`config.mk`:
```
export PLATFORM = sky130hd
export DESIGN_NAME = interrog_decoder
export DESIGN_NICKNAME = d
export VERILOG_FILES = /design/src/rtl/idc_pkg.sv /design/src/rtl/idc_pulse_meter.sv /design/src/rtl/idc_mode_table.sv /design/src/rtl/idc_sequencer.sv /design/src/rtl/interrog_decoder.sv
export SDC_FILE = /design/constraint.sdc
export NUM_CORES = 1
export LEC_CHECK = 0
export BUFFER_PORTS_ARGS = -buffer_cell sky130_fd_sc_hd__buf_2
export CAP_MARGIN = 20
export CORE_AREA = 2 2 155 157
export CTS_CLUSTER_DIAMETER = 80
export DETAILED_ROUTE_END_ITERATION = 6
export DIE_AREA = 0 0 157 159
export PLACE_DENSITY_LB_ADDON = 0.08
export REMOVE_ABC_BUFFERS = 1
export SKIP_CTS_REPAIR_TIMING = 1
export SLEW_MARGIN = 5
export SYNTH_ARGS = -nofsm -noshare
export SYNTH_HDL_FRONTEND = slang
export SYNTH_SLANG_ARGS = --single-unit
```
`constraint.sdc`:
```
create_clock -name clk -period 11.38 [get_ports clk]
set_input_delay 0.569 -clock clk [delete_from_list [all_inputs] [get_ports clk]]
set_output_delay 0.569 -clock clk [all_outputs]
set_load 0.03 [all_outputs]
```
`src/rtl/idc_pkg.sv`:
```
package idc_pkg;

    localparam int TS_W    = 16;
    localparam int N_MODES = 5;

    typedef enum logic [2:0] {
        MODE_1  = 3'd0,
        MODE_2  = 3'd1,
        MODE_3A = 3'd2,
        MODE_C  = 3'd3,
        MODE_D  = 3'd4
    } mode_e;

    typedef enum logic [1:0] {
        ERR_NONE    = 2'd0,
        ERR_TIMEOUT = 2'd1,
        ERR_SPACING = 2'd2,
        ERR_WIDTH   = 2'd3
    } err_e;

    typedef enum logic {
        ST_IDLE = 1'b0,
        ST_WAIT = 1'b1
    } state_e;

    typedef struct packed {
        logic            lvl_main;
        logic [TS_W-1:0] width;
        logic [TS_W-1:0] lead_ts;
    } pulse_rec_t;

    // Nominal P1-to-P3 spacing of table entry idx, in microseconds
    function automatic int mode_space_us(input int idx);
        case (idx)
            0:       return 3;
            1:       return 5;
            2:       return 8;
            3:       return 21;
            default: return 25;
        endcase
    endfunction

    function automatic logic in_window(input logic [TS_W-1:0] v, input int nom, input int tol);
        int val;
        val = int'(v);
        return (val + tol >= nom) && (val <= nom + tol);
    endfunction

endpackage

```
`src/rtl/idc_pulse_meter.sv`:
```
module idc_pulse_meter
    import idc_pkg::*;
(
    input  logic                clk,
    input  logic                rst,
    input  logic                pulse_in,
    input  logic                main_lvl,
    output logic                done,
    output logic                busy,
    output logic [TS_W-1:0]     now_ts,
    output pulse_rec_t          rec
);

    logic            prev_q;
    logic [TS_W-1:0] now_q;
    logic [TS_W-1:0] width_q;
    logic [TS_W-1:0] lead_q;
    logic            lvl_q;

    always_ff @(posedge clk) begin
        if (rst) begin
            prev_q  <= 1'b0;
            now_q   <= '0;
            width_q <= '0;
            lead_q  <= '0;
            lvl_q   <= 1'b0;
        end else begin
            now_q  <= now_q + 1'b1;
            prev_q <= pulse_in;
            if (pulse_in && !prev_q) begin
                width_q <= {{(TS_W-1){1'b0}}, 1'b1};
                lead_q  <= now_q;
                lvl_q   <= main_lvl;
            end else if (pulse_in && (width_q != '1)) begin
                width_q <= width_q + 1'b1;
            end
        end
    end

    assign done   = prev_q && !pulse_in;
    assign busy   = prev_q || pulse_in;
    assign now_ts = now_q;
    assign rec    = '{lvl_main: lvl_q, width: width_q, lead_ts: lead_q};

    // a fresh leading edge restarts the width count at one
    assert_lead_count_R2: assert property (@(posedge clk) disable iff (rst)
        (pulse_in && !$past(pulse_in) && !$past(rst)) |=> (rec.width == 1));

    // level is captured from the leading-edge sample
    assert_lvl_capture_R5: assert property (@(posedge clk) disable iff (rst)
        (pulse_in && !$past(pulse_in) && !$past(rst)) |=> (rec.lvl_main == $past(main_lvl)));

endmodule

```
`src/rtl/idc_mode_table.sv`:
```
module idc_mode_table
    import idc_pkg::*;
#(
    parameter int CYC_PER_US = 100,
    parameter int SPACE_TOL  = 10
) (
    input  logic [TS_W-1:0] spacing,
    output logic            hit,
    output logic [2:0]      mode_idx
);

    logic [N_MODES-1:0] hit_vec;

    for (genvar i = 0; i < N_MODES; i++) begin : g_entry
        localparam int NOM = mode_space_us(i) * CYC_PER_US;
        assign hit_vec[i] = in_window(spacing, NOM, SPACE_TOL);
    end

    always_comb begin
        mode_idx = 3'd0;
        for (int i = N_MODES - 1; i >= 0; i--) begin
            if (hit_vec[i]) mode_idx = 3'(i);
        end
    end

    assign hit = |hit_vec;

endmodule

```
`src/rtl/idc_sequencer.sv`:
```
module idc_sequencer
    import idc_pkg::*;
#(
    parameter int WIDTH_NOM = 80,
    parameter int WIDTH_TOL = 10,
    parameter int TIMEOUT   = 2600
) (
    input  logic            clk,
    input  logic            rst,
    input  logic            done,
    input  logic            busy,
    input  logic [TS_W-1:0] now_ts,
    input  pulse_rec_t      rec,
    input  logic            tbl_hit,
    input  logic [2:0]      tbl_mode,
    output logic [TS_W-1:0] spacing,
    output logic            mode_valid,
    output logic [2:0]      mode_code,
    output logic            err_valid,
    output logic [1:0]      err_code
);

    state_e          state_q;
    logic [TS_W-1:0] p1_ts_q;
    logic [TS_W-1:0] elapsed;
    logic            width_ok;
    logic            timed_out;
    err_e            err_q;

    assign spacing   = rec.lead_ts - p1_ts_q;
    assign elapsed   = now_ts - p1_ts_q;
    assign width_ok  = in_window(rec.width, WIDTH_NOM, WIDTH_TOL);
    assign timed_out = (state_q == ST_WAIT) && !busy && (int'(elapsed) >= TIMEOUT);

    always_ff @(posedge clk) begin
        if (rst) begin
            state_q    <= ST_IDLE;
            p1_ts_q    <= '0;
            mode_valid <= 1'b0;
            mode_code  <= 3'd0;
            err_valid  <= 1'b0;
            err_q      <= ERR_NONE;
        end else begin
            mode_valid <= 1'b0;
            err_valid  <= 1'b0;
            if (done) begin
                if (!width_ok) begin
                    err_valid <= 1'b1;
                    err_q     <= ERR_WIDTH;
                    state_q   <= ST_IDLE;
                end else if (rec.lvl_main) begin
                    if (state_q == ST_IDLE) begin
                        p1_ts_q <= rec.lead_ts;
                        state_q <= ST_WAIT;
                    end else begin
                        if (tbl_hit) begin
                            mode_valid <= 1'b1;
                            mode_code  <= tbl_mode;
                        end else begin
                            err_valid <= 1'b1;
                            err_q     <= ERR_SPACING;
                        end
                        state_q <= ST_IDLE;
                    end
                end
            end else if (timed_out) begin
                err_valid <= 1'b1;
                err_q     <= ERR_TIMEOUT;
                state_q   <= ST_IDLE;
            end
        end
    end

    assign err_code = err_q;

    assert_excl_R10: assert property (@(posedge clk) disable iff (rst)
        !(mode_valid && err_valid));

    assert_single_R6: assert property (@(posedge clk) disable iff (rst)
        mode_valid |=> !mode_valid);

    assert_mode_after_end_R6: assert property (@(posedge clk) disable iff (rst)
        (mode_valid && !$past(rst)) |-> $past(done));

    assert_code_range_R3: assert property (@(posedge clk) disable iff (rst)
        mode_valid |-> (int'(mode_code) < N_MODES));

    assert_timeout_src_R7: assert property (@(posedge clk) disable iff (rst)
        (err_valid && err_code == ERR_TIMEOUT && !$past(rst))
            |-> ($past(state_q) == ST_WAIT && !$past(busy)));

endmodule

```
`src/rtl/interrog_decoder.sv`:
```
module interrog_decoder
    import idc_pkg::*;
#(
    parameter int CYC_PER_US = 100,
    parameter int TOL_CYC    = 10,
    parameter int TIMEOUT    = 2600
) (
    input  logic       clk,
    input  logic       rst,
    input  logic       pulse_in,
    input  logic       main_lvl,
    output logic       mode_valid,
    output logic [2:0] mode_code,
    output logic       err_valid,
    output logic [1:0] err_code
);

    localparam int WIDTH_NOM = (8 * CYC_PER_US) / 10;

    logic            done;
    logic            busy;
    logic [TS_W-1:0] now_ts;
    pulse_rec_t      rec;
    logic [TS_W-1:0] spacing;
    logic            tbl_hit;
    logic [2:0]      tbl_mode;

    idc_pulse_meter i_meter (
        .clk      (clk),
        .rst      (rst),
        .pulse_in (pulse_in),
        .main_lvl (main_lvl),
        .done     (done),
        .busy     (busy),
        .now_ts   (now_ts),
        .rec      (rec)
    );

    idc_mode_table #(
        .CYC_PER_US (CYC_PER_US),
        .SPACE_TOL  (TOL_CYC)
    ) i_table (
        .spacing  (spacing),
        .hit      (tbl_hit),
        .mode_idx (tbl_mode)
    );

    idc_sequencer #(
        .WIDTH_NOM (WIDTH_NOM),
        .WIDTH_TOL (TOL_CYC),
        .TIMEOUT   (TIMEOUT)
    ) i_seq (
        .clk        (clk),
        .rst        (rst),
        .done       (done),
        .busy       (busy),
        .now_ts     (now_ts),
        .rec        (rec),
        .tbl_hit    (tbl_hit),
        .tbl_mode   (tbl_mode),
        .spacing    (spacing),
        .mode_valid (mode_valid),
        .mode_code  (mode_code),
        .err_valid  (err_valid),
        .err_code   (err_code)
    );

    // a decoded mode follows a falling edge of the pulse input by one cycle
    assert_fall_R6: assert property (@(posedge clk) disable iff (rst)
        (mode_valid && !$past(rst) && !$past(rst, 2))
            |-> (!$past(pulse_in) && $past(pulse_in, 2)));

endmodule

```
==> results by group, run 1 <==
Critical path
  – CP Cell Sequence: inv_1, ha_1, fa_1, xor2_1, inv_1, ha_1, nor2b_1, mux2_2, nor4_2, nand4_1, xor2_1, o31ai_1, a22oi_2, nand4_2, o31ai_1, a21oi_1
  – R2r worst-path depth: 16
  – Reg2reg end: i_seq.err_code[0]
  – Largest delay share family, worst path: adder cells
  – Critical Path End: i_seq.err_code[0]
  – Setup CP Type: register to register
  – Crit path largest cell delay: 0.44 ns
  – Worst setup startpoint: i_meter.lead_q[0]
  – Reg2reg setup slack: 7.34 ns
  – Critical Path Fanout Max: 11
  – CP Launch Type: register
  – Buf/Inv on CP: 2
  – Critical Path RT: 11.59 ns
  – Worst reg2reg startpoint: i_meter.lead_q[0]
  – Slowest cell on crit path: fa_1
  – Arrival @ worst endpoint: 4.25 ns
  – Crit. path cell count: 16
  – CP Capture Type: register

Clock tree
  – Clk sinks: 74
  – TritonCTS clock tree: yes
  – CTS Buf Count: 9
  – Clock buffer depth: 2
  – Clk Tree Root Cell: clkbuf_16
  – Worst skew pair latency: 0.34 ns
  – CTS clk-pin slew, worst paths: 0.06 ns
  – CTS H-Tree Depth: 3

Synth
  – Syn_area_per_cell: 7.76 sq um
  – Register area share after synthesis: 0.257
  – Synth top area cells: dfxtp_1 26%, ha_1 8.0%, nand2_1 5.6%
  – Most frequent cell after synthesis: nand2_1
  – Yosys warns: 0
  – Top FF cell, synth: dfxtp_1
  – Post-synth EDFFs: 0
  – Post-synth top cells: 86 x nand2_1, 78 x nor2_1, 74 x dfxtp_1
  – Share of flip-flops with an asynchronous set or reset: 0
  – Yosys cell types: 80
  – Synth top area share: 0.257
  – Post-synthesis cell count: 744
  – Synth area leader: dfxtp_1
  – Post-Synthesis Cell Area: 5770 sq um
  – Yosys reg bits: 74

Timing
  – RSZ-0062 raised after global routing: no
  – Setup tns final: 0 ns
  – Fmax: 0.248 GHz
  – Final Slew Violations: 0
  – Worst relative slew slack: 0.368
  – Worst slew pin tran: 0.948 ns
  – # setup viols final: 0
  – Post-route clock period utilization: 0.355
  – Layout Skew: 0.0113 ns
  – Fin crit period: 4.04 ns
  – Hold Violations, Final: 0

Detailed routing
  – 1st-iter DRT viols: 262
  – Drt wl/cell: 15.1 microns
  – Total Routed Length: 15900 microns
  – Routed Antenna Nets: 0
  – Drt drc: 0
  – Vias per cell: 4.92
  – Drt first pass iters: 5
  – Routed via count: 5207

Floorplan
  – Die height: 159 microns
  – Io pins: 11
  – Die width: 157 microns
  – Initial core utilization: 0.249
  – Core ar.: 23200 sq um
  – Row count: 56
  – Die area: 25000 sq um

Power
  – Clock share of power: 0.449
  – Switching power: 0.000168 W
  – Pwr Density: 96.5 nW/um^2
  – Sequential group share of total power: 0.431
  – Peak supply drop: 0.0000582 V
  – Pint: 0.000449 W
  – Sw Share: 0.273
  – Pleak: 2.41 nW
  – Combinational fraction of design power: 0.120

Placement
  – GPL Wtd Cong: 0.787
  – DP Wirelength: 12300 microns
  – Port Buffers: 10

Run status
  – Run status: complete, no violations

Layout
  – P&R area growth vs syn: 10.8%
  – N_diodes: 0
  – Final nets: 777
  – Fin util: 0.276
  – Share of layout cells above drive strength 1: 0.0866

Global route
  – Global-route usage over all layers: 0.133
  – Remaining Overflow, GRT: 0
  – First-pass GRT wire length: 26600 microns
  – Initial antenna violation count: 0
  – Via count of the first global-routing pass: 5088
  – Largest net degree at the start of global routing: 40

Run
  – Number of max-cap violations: 0

Worst hold path
  – Hold/Removal Path Class: register to register
[power by group through the flow]
stage | Clock [W] | Combinational (W) | Sequential [W]
2_1_floorplan | 0 | 0.0000515 | 0.000271
3_3_place_gp | 0 | 0.0000731 | 0.000272
3_5_place_dp | 0 | 0.0000737 | 0.000272
4_1_cts | 0.000291 | 0.0000743 | 0.000266
5_1_grt | 0.000300 | 0.0000825 | 0.000267
6_report | 0.000277 | 0.0000738 | 0.000266
[registers in the layout, indices dropped and copies added (netlist names)]
| register | count |
|---|---|
| i_meter.now_ts | 16 |
| i_seq.err_code | 2 |
| i_meter.prev_q | 1 |
| i_seq.p1_ts_q | 16 |
| i_meter.lvl_q | 1 |
| i_seq.err_valid | 1 |
| i_meter.width_q | 16 |
| i_seq.mode_code | 3 |
| i_seq.state_q | 1 |
| i_seq.mode_valid | 1 |
| i_meter.lead_q | 16 |
[worst min-delay path by stage]
stage	startpoint	end	slack, ns	cells past startpoint
detailed placement	i_meter.lead_q[0]	i_meter.lead_q[0]	0.45	2
global placement	i_seq.mode_code[1]	i_seq.mode_code[1]	0.45	2
floorplan	i_meter.lead_q[0]	i_meter.lead_q[0]	0.43	2
CTS	i_meter.lead_q[0]	i_meter.lead_q[0]	0.46	2
finish	i_meter.lead_q[0]	i_meter.lead_q[0]	0.46	2
global route	main_lvl	i_meter.lvl_q	0.49	3
[metal layers]
metal,vias up,global-route usage,wire length [microns]
met5,-,0,0
met4,0,0.0359,190
met3,12,0.0210,353
met2,59,0.222,7600
met1,2479,0.177,7790
li1,2657,-,-
[area by class of cell]
type | count | area [sq um]
Clock buffer | 11 | 253
Timing Repair Buffer | 12 | 65.1
Inverter | 34 | 128
Clock inverter | 5 | 38.8
Multi-Input combinational cell | 603 | 4030
Tap cell | 319 | 399
Fill cell | 2547 | 16800
Sequential cell | 74 | 1480
[cells in the final DEF (no fill, tap or decap), types with 4 or more instances in the layout]
cell type,Yosys,routed
a211oi_1,16,16
a21o_1,10,10
a21oi_1,52,52
a22oi_1,4,4
a31oi_1,8,8
and2_1,5,5
and3_1,8,8
and4_1,5,5
buf_2,10,10
clkbuf_16,0,9
dfxtp_1,74,74
ha_1,37,37
inv_1,34,34
mux2i_1,17,17
nand2_1,86,86
nand2b_1,13,13
nand3_1,28,28
nand4_1,11,11
nor2_1,78,78
nor2b_1,11,10
nor3_1,14,14
nor4_1,4,4
o211ai_1,7,7
o21a_1,7,7
o21ai_0,29,29
o21ai_2,4,4
o21bai_1,4,4
o221ai_1,4,4
o22ai_1,5,5
or2_2,5,5
or3_1,9,9
xnor2_1,19,19
xor2_1,30,30
[worst register-to-register path, stage by stage, from the launching register on]
cell	delay [ns]
dfxtp_1	0.33
inv_1	0.06
ha_1	0.22
fa_1	0.44
xor2_1	0.24
inv_1	0.11
ha_1	0.40
nor2b_1	0.08
mux2_2	0.31
nor4_2	0.37
nand4_1	0.17
xor2_1	0.26
o31ai_1	0.19
a22oi_2	0.22
nand4_2	0.17
o31ai_1	0.24
a21oi_1	0.09
[cells by family (layout without fill, tap and decap cells)]
group	after synthesis	in the layout	share of synthesized area
AND/OR/NAND/NOR	297	297	0.254
AO/OA/AOI/OAI	198	198	0.245
flip-flops	74	74	0.257
buffers and inverters	67	62	0.0457
XOR/XNOR	51	51	0.0800
adder cells (fa/ha/maj)	39	39	0.0871
multiplexers	18	18	0.0314
[metrics by stage]
stage	hold WS (ns)	cells	area [sq um]	setup slack, ns	total power, W
CTS	0.463	1058	6400	7.36	0.000631
finish	0.464	1058	6400	7.34	0.000617
detailed placement	0.451	1042	6100	7.37	0.000346
floorplan	0.430	711	5640	7.89	0.000323
global placement	0.453	1042	6100	7.54	0.000345
global route	0.492	1058	6400	7.03	0.000649
Power figures use the tool's default switching activity.
==> run 2, diff against run 1 <==
==> constraint.sdc (replaced) <==
create_clock -name clk -period 3.25 [get_ports clk]
set_input_delay 0.1625 -clock clk [delete_from_list [all_inputs] [get_ports clk]]
set_output_delay 0.1625 -clock clk [all_outputs]
set_load 0.03 [all_outputs]
==> run 2 against run 1 <==
The run now ends with setup timing left. Die area is the same. Worst setup slack worse by 7.6 ns. Clock power rose to 3.8 times the previous value. Clock skew is 0.0039 ns lower. Register-to-register slack worse by 7.6 ns. Sequential power grew to 3.5 times the previous value. Fmax increased by 15%. Combinational power grew to 4.5 times the previous value. Utilization is 4.5 points higher. Via count grew 6.8%. Final area is 16% higher. Cell count grew 10%.
==> results by group, run 2 (synthesis gave the netlist of run 1 again) <==
Timing
  – # setup viols final: 7 (+7)
  – Hold_ws: 0.0827 ns (-0.381 ns)
  – Worst relative slew slack: 0.603 (+0.235)
  – Hold Violations, Final: 0 (unchanged)
  – Final Slew Violations: 0 (unchanged)
  – Setup ws final: -0.257 ns (-7.60 ns)
  – Fmax: 0.285 GHz (+15%)
  – Post-route clock period utilization: 1.08 (+0.724)
  – Fin crit period: 3.51 ns (-0.531 ns)
  – Worst slew pin tran: 0.596 ns (-0.353 ns)
  – Layout Skew: 0.00732 ns (-0.00395 ns)
  – RSZ-0062 raised after global routing: yes

Critical path
  – Slowest cell on crit path: fa_2
  – Arrival @ worst endpoint: 3.76 ns (-0.49 ns)
  – CP Cell Sequence: inv_2, ha_4, fa_2, xor2_2, inv_1, ha_2, nor2b_1, mux2_4, buf_6, nor3_4, o2bb2ai_2, a2bb2oi_2, a311oi_2, buf_4, o211ai_1, buf_4, nor2_4, nor2_1, a211oi_1
  – R2r worst-path depth: 19 (+3)
  – Critical Path RT: 3.50 ns (-8.09 ns)
  – Most used cell, CP: buf_4
  – Critical Path Fanout Max: 3 (-8)
  – CP Capture Type: register
  – Setup CP Type: register to register
  – Crit path largest cell delay: 0.38 ns (-0.06 ns)
  – CP Launch Type: register

Detailed routing
  – Vias per cell: 4.78 (-2.9%)
  – Drt first pass iters: 4 (-1)
  – Total Routed Length: 16700 microns (+5.0%)
  – Routed via count: 5563 (+6.8%)
  – 1st-iter DRT viols: 319 (+22%)
  – Routed Antenna Nets: 0 (unchanged)
  – Drt wl/cell: 14.4 microns (-4.5%)
  – Drt drc: 0 (unchanged)

Layout
  – Commonest non-fill, non-tap cell in the layout: buf_4
  – Fin area: 7430 sq um (+16%)
  – P&R area growth vs syn: 28.7%
  – Final nets: 883 (+14%)
  – Commonest cells after routing, fill and taps aside: 107 x buf_4, 86 x nand2_1, 75 x nor2_1
  – N_diodes: 0 (unchanged)
  – Share of layout cells above drive strength 1: 0.239 (+0.152)

Placement
  – Placed Area: 6830 sq um (+12%)
  – Port Buffers: 10 (unchanged)
  – GPL Wtd Cong: 0.791 (+0.52%)
  – DP Wirelength: 13100 microns (+7.0%)

Floorplan
  – Row count: 56 (unchanged)
  – Die area: 25000 sq um (unchanged)
  – Die height: 159 microns (unchanged)
  – Io pins: 11 (unchanged)
  – Initial core utilization: 0.249 (unchanged)
  – Core ar.: 23200 sq um (unchanged)
  – Die width: 157 microns (unchanged)

Global route
  – Remaining Overflow, GRT: 0 (unchanged)
  – Largest net degree at the start of global routing: 31 (-23%)
  – First-pass GRT wire length: 27400 microns (+3.0%)
  – Initial antenna violation count: 0 (unchanged)
  – Global-route usage over all layers: 0.135 (+0.00224)
  – Via count of the first global-routing pass: 5450 (+7.1%)

Clock tree
  – CTS H-Tree Depth: 3 (unchanged)
  – CTS clk-pin slew, worst paths: 0.06 ns (about the same)
  – Clock buffer depth: 2 (unchanged)
  – TritonCTS clock tree: yes
  – Clk sinks: 74 (unchanged)
  – Worst skew pair latency: 0.34 ns (about the same)
  – Clk Tree Root Cell: clkbuf_16
  – CTS Buf Count: 9 (unchanged)

Power
  – Total Power: 0.00230 W (+270%)
  – Pwr Density: 309 nW/um^2 (+220%)
  – Pleak: 2.96 nW (+23%)
  – Peak supply drop: 0.000186 V (+220%)

Run
  – Number of max-cap violations: 0 (unchanged)

Run status
  – Failing checks: setup timing
  – Run status: complete, but fails checks

Worst hold path
  – Hold/Removal Path Class: input pin to register
  – Hold path cells: 3 (+1)
[run 2: cell count changes in the layout (fill, tap and decap cells not counted), sizes merged]
cell    change
buf       +106
inv         +1
clkbuf      -1
clkinv      -1
bufinv      +1
[run 2: cell type report]
class                           instances  area [sq um]
Fill cell                            2541         15800
Multi-Input combinational cell        603          4250
Sequential cell                        74          1480
Timing Repair Buffer                  118           865
Tap cell                              319           399
Clock buffer                           10           239
Inverter                               34           128
Clock inverter                          6          65.1
[run 2: routing by layer]
layer / track usage / routed length [microns]
met1: 0.179 / 8230
met2: 0.228 / 8020
met3: 0.0207 / 291
met4: 0.0342 / 194
met5: 0 / 0
[run 2: path summary, 6_finish.rpt]
check | from | endpoint | slack (ns)
max | i_meter.lead_q[0] | i_seq.mode_code[2] | -0.26
min | main_lvl | i_meter.lvl_q | 0.08
max reg2reg | i_meter.lead_q[0] | i_seq.mode_code[2] | -0.26
min reg2reg | i_seq.mode_code[1] | i_seq.mode_code[1] | 0.45
[run 2: per-stage QoR]
step	instances	utilization	setup WS (ns)	TNS (ns)
final	1164	0.320	-0.257	-1.48
after global routing	1164	0.320	-0.413	-2.55
after CTS	1155	0.308	-0.440	-2.75
after detailed placement	1139	0.295	-0.394	-2.43
after global placement	1139	0.295	-0.329	-2.02
after floorplan	711	-	-0.237	-0.900
[run 2: critical path: cells and delay by family (launching register included)]
| family | cells | cell delay, ns |
|---|---|---|
| fa+ha+maj | 3 | 0.72 |
| xor+xnor | 1 | 0.21 |
| mux | 1 | 0.30 |
| buf+inv | 5 | 0.62 |
| flops | 1 | 0.33 |
| simple gates | 4 | 0.40 |
| compound gates | 5 | 0.84 |
[run 2: where the power goes]
part | total (W) | internal (W) | switching, W | leakage (nW)
clock network | 0.00104 | 0.000617 | 0.000418 | 0.149
registers | 0.000928 | 0.000917 | 0.0000107 | 0.599
logic | 0.000334 | 0.000143 | 0.000191 | 2.22
==> run 3, diff against run 2 <==
--- a/config.mk
+++ b/config.mk
@@ -5,8 +5,7 @@
 export SDC_FILE = /design/constraint.sdc
 export NUM_CORES = 1
 export LEC_CHECK = 0
-export BUFFER_PORTS_ARGS = -buffer_cell sky130_fd_sc_hd__buf_2
-export CAP_MARGIN = 20
+export BUFFER_PORTS_ARGS = -buffer_cell sky130_fd_sc_hd__buf_4
 export CORE_AREA = 2 2 155 157
 export CTS_CLUSTER_DIAMETER = 80
 export DETAILED_ROUTE_END_ITERATION = 6
==> run 3 against run 2 <==
The run still ends with setup timing left. Wire length decreased by 1.1%. Cell count unchanged. Die area unchanged. Clock skew increased by 0.0041 ns. Critical path depth decreased by 2. Clock power decreased by 6%. Via count decreased by 0.22%. Final area decreased by 0.35%. Total power decreased by 2.8%. Global-route usage decreased by 0.061 points. Register-to-register slack improved by 0.07 ns. Worst setup slack improved by 0.075 ns.
==> results by group, run 3 (synthesis gave the netlist of run 1 again) <==
Timing
  – Hold Violations, Final: 0 (unchanged)
  – Fmax: 0.291 GHz (+2.2%)
  – Layout Skew: 0.0114 ns (+0.00407 ns)
  – RSZ-0062 raised after global routing: yes
  – # setup viols final: 7 (unchanged)
  – Worst slew pin tran: 0.626 ns (+0.0306 ns)
  – Post-route clock period utilization: 1.06 (-0.0230)
  – Fin crit period: 3.43 ns (-0.0748 ns)
  – Setup tns final: -0.869 ns (+0.606 ns)
  – Worst relative slew slack: 0.583 (-0.0204)
  – Setup ws final: -0.182 ns (+0.0748 ns)
  – Final Slew Violations: 0 (unchanged)

Layout
  – P&R area growth vs syn: 28.2%
  – Sequential cell area: 1480 sq um (about the same)
  – Share of layout cells above drive strength 1: 0.234 (-0.00473)
  – Commonest non-fill, non-tap cell in the layout: buf_4
  – Fin area: 7400 sq um (-0.35%)
  – Commonest cells after routing, fill and taps aside: 118 x buf_4, 86 x nand2_1, 76 x nor2_1
  – Fin cells: 1164 (unchanged)
  – Footprint of the multi-input gates: 4220 sq um (-0.77%)
  – N_diodes: 0 (unchanged)
  – Fillers: 2478 (-2.5%)
  – Final nets: 883 (unchanged)

Run
  – Number of max-cap violations: 0 (unchanged)

Critical path
  – Buf/Inv on CP: 3 (-2)
  – Arrival @ worst endpoint: 3.69 ns (-0.07 ns)
  – Crit path largest cell delay: 0.38 ns (about the same)
  – Critical Path RT: 3.50 ns (about the same)
  – Largest delay share family, worst path: compound AO/OA/AOI/OAI gates
  – CP Launch Type: register
  – Slowest cell on crit path: fa_2
  – CP Capture Type: register
  – Setup CP Type: register to register
  – Critical Path Fanout Max: 3 (unchanged)
  – CP Cell Sequence: inv_2, ha_4, fa_2, xor2_2, inv_2, ha_4, nor2b_1, mux2_4, nor3_1, o2bb2ai_1, a2bb2oi_2, a311oi_1, o211ai_1, buf_4, nor2_1, nor2_1, a211oi_1

Clock tree
  – CTS Buf Count: 9 (unchanged)
  – CTS clk-pin slew, worst paths: 0.07 ns (about the same)
  – Clock buffer depth: 2 (unchanged)
  – TritonCTS clock tree: yes
  – CTS H-Tree Depth: 3 (unchanged)
  – Clk sinks: 74 (unchanged)
  – Worst skew pair latency: 0.34 ns (about the same)
  – Clk Tree Root Cell: clkbuf_16

Placement
  – Placed Instances: 1143 (+0.35%)
  – DP Wirelength: 13000 microns (-1.2%)
  – Placed Area: 6890 sq um (+0.81%)
  – GPL Wtd Cong: 0.797 (+0.72%)
  – Port Buffers: 10 (unchanged)

Detailed routing
  – 1st-iter DRT viols: 328 (+2.8%)
  – Total Routed Length: 16600 microns (-1.1%)
  – Drt drc: 0 (unchanged)
  – Routed Antenna Nets: 0 (unchanged)
  – Vias per cell: 4.77 (-0.22%)
  – Drt wl/cell: 14.2 microns (-1.1%)
  – Routed via count: 5551 (-0.22%)
  – Drt first pass iters: 4 (unchanged)

Run status
  – Run status: complete, but fails checks
  – Failing checks: setup timing

Power
  – Switching power: 0.000607 W (-2.0%)
  – Pwr Density: 302 nW/um^2 (-2.4%)
  – Combinational fraction of design power: 0.150 (+0.005)
  – Pleak: 2.95 nW (-0.51%)
  – Clock share of power: 0.436 (-0.015)
  – Peak supply drop: 0.000215 V (+16%)
  – Pint: 0.00163 W (-3.0%)
  – Sw Share: 0.272 (+0.00203)
  – Total Power: 0.00223 W (-2.8%)
  – Sequential group share of total power: 0.415 (+0.011)

Floorplan
  – Initial core utilization: 0.249 (unchanged)
  – Core ar.: 23200 sq um (unchanged)
  – Die area: 25000 sq um (unchanged)
  – Io pins: 11 (unchanged)
  – Die width: 157 microns (unchanged)
  – Die height: 159 microns (unchanged)
  – Row count: 56 (unchanged)

Global route
  – Via count of the first global-routing pass: 5319 (-2.4%)
  – Global-route usage over all layers: 0.134 (-0.000609)
  – First-pass GRT wire length: 27200 microns (-0.90%)
  – Largest net degree at the start of global routing: 33 (+6.5%)
  – Initial antenna violation count: 0 (unchanged)
  – Remaining Overflow, GRT: 0 (unchanged)

Worst hold path
  – Hold/Removal Path Class: input pin to register
run 3: cell count changes in the layout (fill, tap and decap cells not counted), sizes merged:
cell / delta
bufinv: -1
clkbuf: +1
clkinv: -1
clkinvlp: +1
run 3: layer usage:
layer	wire length, microns	track usage	up-vias
met5	0	0	-
met4	146	0.0296	0
met3	462	0.0231	12
met2	8090	0.230	55
met1	7850	0.176	2622
li1	-	-	2862
run 3: worst paths after layout:
path | slack [ns] | to | from | cells past startpoint
worst max-delay path | -0.18 | i_seq.mode_code[2] | i_meter.lead_q[0] | 17
worst min-delay path | 0.09 | i_meter.lvl_q | main_lvl | 3
worst max register to register | -0.18 | i_seq.mode_code[2] | i_meter.lead_q[0] | 17
worst min register to register | 0.46 | i_seq.mode_code[1] | i_seq.mode_code[1] | 2
run 3: area by class of cell:
type / instances / share of cell area
multi-input cells: 603 / 0.570
flip-flops and latches: 74 / 0.200
repair buffers: 118 / 0.120
well taps: 319 / 0.0539
clock buffers: 11 / 0.0341
inverters: 34 / 0.0172
clock inverters: 5 / 0.00507
run 3: tightest hold or removal path: cells and delay by family:
kind	cells	cell delay (ns)
AOI/OAI and AO/OA	1	0.05
and+or+nand+nor	1	0.05
buffers and inverters	1	0.12
run 3: power by group through the flow:
| stage | clock network [W] | logic [W] | registers, W |
|---|---|---|---|
| floorplan | 0 | 0.000180 | 0.000950 |
| global placement | 0 | 0.000309 | 0.000946 |
| detailed placement | 0 | 0.000309 | 0.000946 |
| CTS | 0.00102 | 0.000312 | 0.000926 |
| global route | 0.00105 | 0.000373 | 0.000927 |
| finish | 0.000973 | 0.000334 | 0.000926 |
run 3: metrics by stage:
step / setup WS, ns / hold WS [ns] / utilization
2_1_floorplan: -0.237 / 0.229 / -
3_3_place_gp: -0.358 / 0.441 / 0.297
3_5_place_dp: -0.415 / 0.444 / 0.297
4_1_cts: -0.469 / 0.0764 / 0.309
5_1_grt: -0.441 / 0.102 / 0.319
6_report: -0.182 / 0.0895 / 0.319
